`src/rtl/xfer_splitter_pkg.sv`:
```
package xfer_splitter_pkg;
  localparam int OP_BYTES = 4;
  localparam int OP_W = OP_BYTES * 8;

  localparam logic [1:0] TSIZ_BYTE = 2'b01;
  localparam logic [1:0] TSIZ_WORD = 2'b10;
  localparam logic [1:0] TSIZ_LONG = 2'b00;

  typedef enum logic [1:0] {
    ST_IDLE = 2'd0,
    ST_RUN  = 2'd1,
    ST_DONE = 2'd2
  } stateT;

  typedef struct packed {
    logic load;
    logic step;
  } strobeT;

  function automatic logic [2:0] codeToBytes(input logic [1:0] code);
    case (code)
      2'd0:    return 3'd1;
      2'd1:    return 3'd2;
      default: return 3'd4;
    endcase
  endfunction
endpackage

```
`src/rtl/xfer_splitter_ctrl.sv`:
```
module xfer_splitter_ctrl
  import xfer_splitter_pkg::*;
(
  input  logic   clk,
  input  logic   rstN,
  input  logic   reqValid,
  input  logic   subAck,
  input  logic   lastPiece,
  output strobeT strobe,
  output logic   subValid,
  output logic   reqDone
);
  stateT state, stateNext;

  always_comb begin
    stateNext   = state;
    strobe.load = 1'b0;
    strobe.step = 1'b0;
    case (state)
      ST_IDLE: if (reqValid) begin
        strobe.load = 1'b1;
        stateNext   = ST_RUN;
      end
      ST_RUN: if (subAck) begin
        strobe.step = 1'b1;
        if (lastPiece) stateNext = ST_DONE;
      end
      ST_DONE: stateNext = ST_IDLE;
      default: stateNext = ST_IDLE;
    endcase
  end

  always_ff @(posedge clk) begin
    if (!rstN) state <= ST_IDLE;
    else       state <= stateNext;
  end

  assign subValid = (state == ST_RUN);
  assign reqDone  = (state == ST_DONE);
endmodule

```
`src/rtl/xfer_splitter_dp.sv`:
```
module xfer_splitter_dp
  import xfer_splitter_pkg::*;
#(
  parameter int ADDR_W = 32
) (
  input  logic              clk,
  input  logic              rstN,
  input  strobeT            strobe,
  input  logic              reqWrite,
  input  logic [ADDR_W-1:0] reqAddr,
  input  logic [1:0]        reqSize,
  input  logic [1:0]        reqPort,
  input  logic [OP_W-1:0]   reqWdata,
  input  logic [OP_W-1:0]   subRdata,
  output logic              lastPiece,
  output logic [ADDR_W-1:0] subAddr,
  output logic [1:0]        subTsiz,
  output logic              subWrite,
  output logic [OP_W-1:0]   subWdata,
  output logic [OP_W-1:0]   reqRdata
);
  logic [ADDR_W-1:0] curAddr;
  logic [OP_W-1:0]   opLeft;
  logic [OP_W-1:0]   accLeft;
  logic [2:0]        consumed;
  logic [2:0]        remain;
  logic [2:0]        portBytes;
  logic              writeReg;

  logic [2:0]        pieceBytes;
  logic [2:0]        pieceGap;
  logic [2:0]        loadGap;
  logic [OP_W-1:0]   pieceMask;
  logic [OP_W-1:0]   opShifted;
  logic [OP_W-1:0]   rdPlaced;

  always_comb begin
    if (curAddr[1:0] == 2'b00 && remain >= 3'd4 && portBytes >= 3'd4)
      pieceBytes = 3'd4;
    else if (!curAddr[0] && remain >= 3'd2 && portBytes >= 3'd2)
      pieceBytes = 3'd2;
    else
      pieceBytes = 3'd1;
  end

  always_comb begin
    case (pieceBytes)
      3'd4:    begin subTsiz = TSIZ_LONG; pieceMask = {OP_W{1'b1}}; end
      3'd2:    begin subTsiz = TSIZ_WORD; pieceMask = {{(OP_W-16){1'b0}}, 16'hFFFF}; end
      default: begin subTsiz = TSIZ_BYTE; pieceMask = {{(OP_W-8){1'b0}}, 8'hFF}; end
    endcase
  end

  assign pieceGap  = 3'd4 - pieceBytes;
  assign loadGap   = 3'd4 - codeToBytes(reqSize);
  assign lastPiece = (remain == pieceBytes);
  assign opShifted = opLeft << {consumed, 3'b000};
  assign subWdata  = opShifted >> {pieceGap, 3'b000};
  assign rdPlaced  = ((subRdata & pieceMask) << {pieceGap, 3'b000}) >> {consumed, 3'b000};
  assign subAddr   = curAddr;
  assign subWrite  = writeReg;
  assign reqRdata  = accLeft >> {3'(3'd4 - consumed), 3'b000};

  always_ff @(posedge clk) begin
    if (!rstN) begin
      curAddr   <= '0;
      opLeft    <= '0;
      accLeft   <= '0;
      consumed  <= '0;
      remain    <= '0;
      portBytes <= 3'd4;
      writeReg  <= 1'b0;
    end else if (strobe.load) begin
      curAddr   <= reqAddr;
      opLeft    <= reqWdata << {loadGap, 3'b000};
      accLeft   <= '0;
      consumed  <= '0;
      remain    <= codeToBytes(reqSize);
      portBytes <= codeToBytes(reqPort);
      writeReg  <= reqWrite;
    end else if (strobe.step) begin
      curAddr  <= curAddr + ADDR_W'(pieceBytes);
      accLeft  <= accLeft | rdPlaced;
      consumed <= consumed + pieceBytes;
      remain   <= remain - pieceBytes;
    end
  end
endmodule

```
`src/rtl/xfer_splitter.sv`:
```
module xfer_splitter
  import xfer_splitter_pkg::*;
#(
  parameter int ADDR_W = 32
) (
  input  logic              clk,
  input  logic              rstN,
  input  logic              reqValid,
  input  logic              reqWrite,
  input  logic [ADDR_W-1:0] reqAddr,
  input  logic [1:0]        reqSize,
  input  logic [1:0]        reqPort,
  input  logic [31:0]       reqWdata,
  output logic              reqDone,
  output logic [31:0]       reqRdata,
  output logic              subValid,
  input  logic              subAck,
  output logic [ADDR_W-1:0] subAddr,
  output logic [1:0]        subTsiz,
  output logic              subWrite,
  output logic [31:0]       subWdata,
  input  logic [31:0]       subRdata
);
  strobeT strobe;
  logic   lastPiece;

  xfer_splitter_ctrl u_ctrl (
    .clk(clk), .rstN(rstN), .reqValid(reqValid), .subAck(subAck),
    .lastPiece(lastPiece), .strobe(strobe), .subValid(subValid), .reqDone(reqDone)
  );

  xfer_splitter_dp #(.ADDR_W(ADDR_W)) u_dp (
    .clk(clk), .rstN(rstN), .strobe(strobe), .reqWrite(reqWrite),
    .reqAddr(reqAddr), .reqSize(reqSize), .reqPort(reqPort), .reqWdata(reqWdata),
    .subRdata(subRdata), .lastPiece(lastPiece), .subAddr(subAddr), .subTsiz(subTsiz),
    .subWrite(subWrite), .subWdata(subWdata), .reqRdata(reqRdata)
  );
endmodule

```
`config.mk`:
```
export PLATFORM = sky130hd
export DESIGN_NAME = xfer_splitter
export DESIGN_NICKNAME = d
export VERILOG_FILES = /design/src/rtl/xfer_splitter_pkg.sv /design/src/rtl/xfer_splitter_ctrl.sv /design/src/rtl/xfer_splitter_dp.sv /design/src/rtl/xfer_splitter.sv
export SDC_FILE = /design/constraint.sdc
export NUM_CORES = 1
export LEC_CHECK = 0
export BUFFER_PORTS_ARGS = -buffer_cell sky130_fd_sc_hd__buf_2
export CAP_MARGIN = 5
export CORE_UTILIZATION = 35
export DETAILED_ROUTE_END_ITERATION = 8
export PLACE_DENSITY = 0.64
export SYNTH_ARGS = -nofsm -noshare
export SYNTH_HDL_FRONTEND = slang
export SYNTH_SLANG_ARGS = --single-unit
```
`constraint.sdc`:
```
create_clock -name clk -period 3.7 [get_ports clk]
set_clock_uncertainty 0.2 [all_clocks]
set_input_delay 0.37 -clock clk [delete_from_list [all_inputs] [get_ports clk]]
set_output_delay 0.37 -clock clk [all_outputs]
set_load 0.005 [all_outputs]
```
==> flow_metrics.env <==
export IMPL_status="completed"
export IMPL_worstHoldEndpoint="u_dp.subWrite"
export IMPL_arrival_ps=2920
export IMPL_layout_drive_gt1_share_pct=24.8
export IMPL_vdd_drop_max_mv=0.263
export IMPL_synth_area_um2=7120
export IMPL_p_sw_w=0.00110
export IMPL_cts_clk_slew_worst_paths_ps=80
export IMPL_htreeDepth=3
export IMPL_grt_total_usage_pct=22.3
export IMPL_rsz0062_at_grt="no"
export IMPL_place_congestion=0.898
export IMPL_drtPass1Iterations=5
export IMPL_maxSlewHeadroom_pct=31.2
export IMPL_powerDensity_nw_per_um2=366
export IMPL_holdCritStartpoint="reqWrite"
export IMPL_area_delta_synth_final_pct=20.9
export IMPL_hold_violations=0
export IMPL_vias=7530
export IMPL_fin_crit_ps=3490
export IMPL_period_share_pct=94.2
export IMPL_wl_mm=23.4
export IMPL_grt_first_pass_wirelength_mm=36.5
export IMPL_max_stage_delay_ps=600
export IMPL_cts_tree="built"
export IMPL_postCtsSetupBuffers=0
export IMPL_path_common_cell="nand2_1"
export IMPL_start_util_pct=36.1
export IMPL_fp_dieArea_um2=20900
export IMPL_cp_max_fo=22
export IMPL_dieWidth_um=145
export IMPL_clock_power_share_pct=30.3
export IMPL_synth_edf_count=0
export IMPL_io_pins=206
export IMPL_timing_rr_start="u_dp.remain[2]"
export IMPL_clk_latency_ps=350
export IMPL_r2r_end="u_dp.subAddr[28]"
export IMPL_yosysSeqAreaShare_pct=30.1
export IMPL_slew_viol_final=0
export IMPL_post_drt_via_cell_ratio=5.53
export IMPL_postCtsHoldBufs=0
export IMPL_fmax_mhz=287
export IMPL_hold_class="in -> reg"
export IMPL_cp_cell_sequence="nand4bb_1 -> inv_1 -> buf_4 -> nand2_1 -> nor2_1 -> nand2_1 -> o31ai_1 -> buf_2"
export IMPL_final_util_pct=43.7
export IMPL_overflow=0
export IMPL_syn_area_per_cell_um2=7.69
export IMPL_leakagePower_nw=3.39
export IMPL_slowest_stage="nor2_1"
export IMPL_wire_per_inst_um=17.2
export IMPL_grt_max_degree=89
export IMPL_path_class="reg -> out"
export IMPL_setup_viol=0
export IMPL_antenna_found_initial=7
export IMPL_drcViolationCount=0
export IMPL_cts_made_buffers=9
export IMPL_reg2reg_setup_slack_ps=550
export IMPL_fp_dieH_um=145
export IMPL_syn_nets=1041
export IMPL_comb_power_share_pct=27.7
export IMPL_core_area_um2=19700
export IMPL_cts_resized=0
export IMPL_internal_power_w=0.00206
export IMPL_cp_required_ps=3130
export IMPL_fin_nets=1201
export IMPL_synth_ff_type="dfxtp_1"
export IMPL_ys_ff_latch=107
export IMPL_grt_pass1_vias=6760
export IMPL_p_sw_share_pct=34.8
export IMPL_fp_row_count=51
export IMPL_drt_iter0_markers=577
export IMPL_async_reset_ff_share_pct=0
export IMPL_fin_setup_tns_ps=0
export IMPL_postSynthCellCount=926
export IMPL_tightest_slew_ps=1020
export IMPL_yosys_warnings=0
export IMPL_seq_power_share_pct=41.9
export IMPL_ant_nets=0
export IMPL_yosysUniqueCellTypes=68
export IMPL_max_cap_violations=0
export IMPL_clock_root_buffer="clkbuf_16"
export IMPL_dp_hpwl_mm=17.1
export IMPL_cts_buffer_depth=2
export IMPL_r2r_worst_path_cells=9
export IMPL_cts_sinks=107
export IMPL_min_path_cells=3
export IMPL_numPortBuffers=205
export IMPL_startpoint_type="flop"
export IMPL_worstSetupEndpointType="primary output"
[cells in the final DEF (no fill, tap or decap), types with 5 or more instances in the layout]
cell,synthesis,routed
o311a_1,5,5
buf_4,3,23
inv_1,20,20
diode_2,0,6
clkbuf_16,0,9
a21o_1,6,6
o22ai_1,17,17
o21a_1,6,6
o41ai_1,5,5
and2_1,12,12
a31oi_1,9,9
ha_1,7,7
dfxtp_1,107,106
o21ai_0,41,41
xnor2_1,18,18
a21oi_1,77,77
nand2_1,122,122
nor4_1,10,10
a311oi_1,10,10
a32oi_1,8,8
mux2i_1,56,56
buf_2,18,205
nor2_1,86,85
nor2b_1,15,15
nand4_1,8,8
or3_1,5,5
o211ai_1,19,19
a2bb2oi_1,8,8
a22o_1,19,19
nor3_1,23,23
a211oi_1,21,21
mux2_2,8,8
nand3_1,27,27
o221a_2,5,5
o41a_1,5,5
[logic make-up after synthesis]
family,count (synthesis),share of synthesized area [%]
AOI/OAI and AO/OA,291,28.2
xor gates and xnor gates,22,2.71
adders and majority gates,10,2.07
buffers and inverters,101,6.13
DFF,107,30.1
muxes,64,9.13
and+or+nand+nor,331,21.7
[stage by stage]
stage          instance area, um2  setup slack [ps]  hold slack (ps)  cells  total power [W]
6_report                     8610               213             52.1   1362          0.00315
2_1_floorplan                7120               731              233    926          0.00191
3_5_place_dp                 8310               559              246   1340          0.00221
4_1_cts                      8600               264             39.0   1356          0.00317
5_1_grt                      8600              76.1             57.7   1358          0.00332
3_3_place_gp                 8310               659              240   1340          0.00221
[synthesized netlist by cell type (19+ instances only)]
master | n | area (um2)
nand2_1 | 122 | 458
dfxtp_1 | 107 | 2140
nor2_1 | 86 | 323
a21oi_1 | 77 | 385
mux2i_1 | 56 | 561
clkbuf_1 | 45 | 169
o21ai_0 | 41 | 205
nand3_1 | 27 | 135
nor3_1 | 23 | 115
a211oi_1 | 21 | 158
inv_1 | 20 | 75.1
a22o_1 | 19 | 166
o211ai_1 | 19 | 143
[worst max-delay path by stage]
stage,startpoint,end,slack (ps)
final,u_dp.subAddr[0],subWdata[7],210
after global routing,u_dp.subAddr[0],subWdata[7],80
after CTS,u_dp.subAddr[0],subWdata[7],260
after detailed placement,u_dp.remain[2],u_dp.subAddr[28],560
after global placement,u_dp.remain[2],u_dp.subAddr[30],660
after floorplan,u_dp.consumed[1],reqRdata[24],730
[routing by layer]
metal / vias up / part of all wire (%) / GRT usage (%)
li1: 3744 / - / -
met1: 3469 / 47 / 31.1
met2: 280 / 44 / 34.8
met3: 35 / 7.1 / 4.01
met4: 2 / 1.7 / 6.70
met5: - / 0.055 / 0
[layout make-up]
cell class | count | area (um2)
fill | 2025 | 11100
antenna | 6 | 15.0
timing repair buffer | 228 | 1200
inverter | 22 | 82.6
tap | 265 | 332
sequential | 107 | 2150
multi-input combinational | 718 | 4550
clock buffer | 9 | 225
clock inverter | 7 | 60.1
[power groups by stage]
stage	registers, W	logic (W)	clock network [W]
CTS	0.00132	0.000873	0.000982
global route	0.00133	0.000963	0.00102
floorplan	0.00132	0.000595	0
detailed placement	0.00135	0.000869	0
global placement	0.00135	0.000864	0
finish	0.00132	0.000874	0.000956
[flip-flops by register name, summed over array words and instances, names as in the netlist]
name            flops
u_ctrl.state        2
u_dp.portBytes      2
u_dp.subAddr       32
u_dp.accLeft       32
u_dp.consumed       3
u_dp.opLeft        32
u_dp.subWrite       1
u_dp.remain         3
[worst max-delay path: cells and delay by family (launching register included)]
family,cells,cell delay (ps)
flops,1,480
simple gates,4,1400
compound gates,1,110
buf+inv,3,580
No activity file was read; power rests on OpenSTA's default activity.
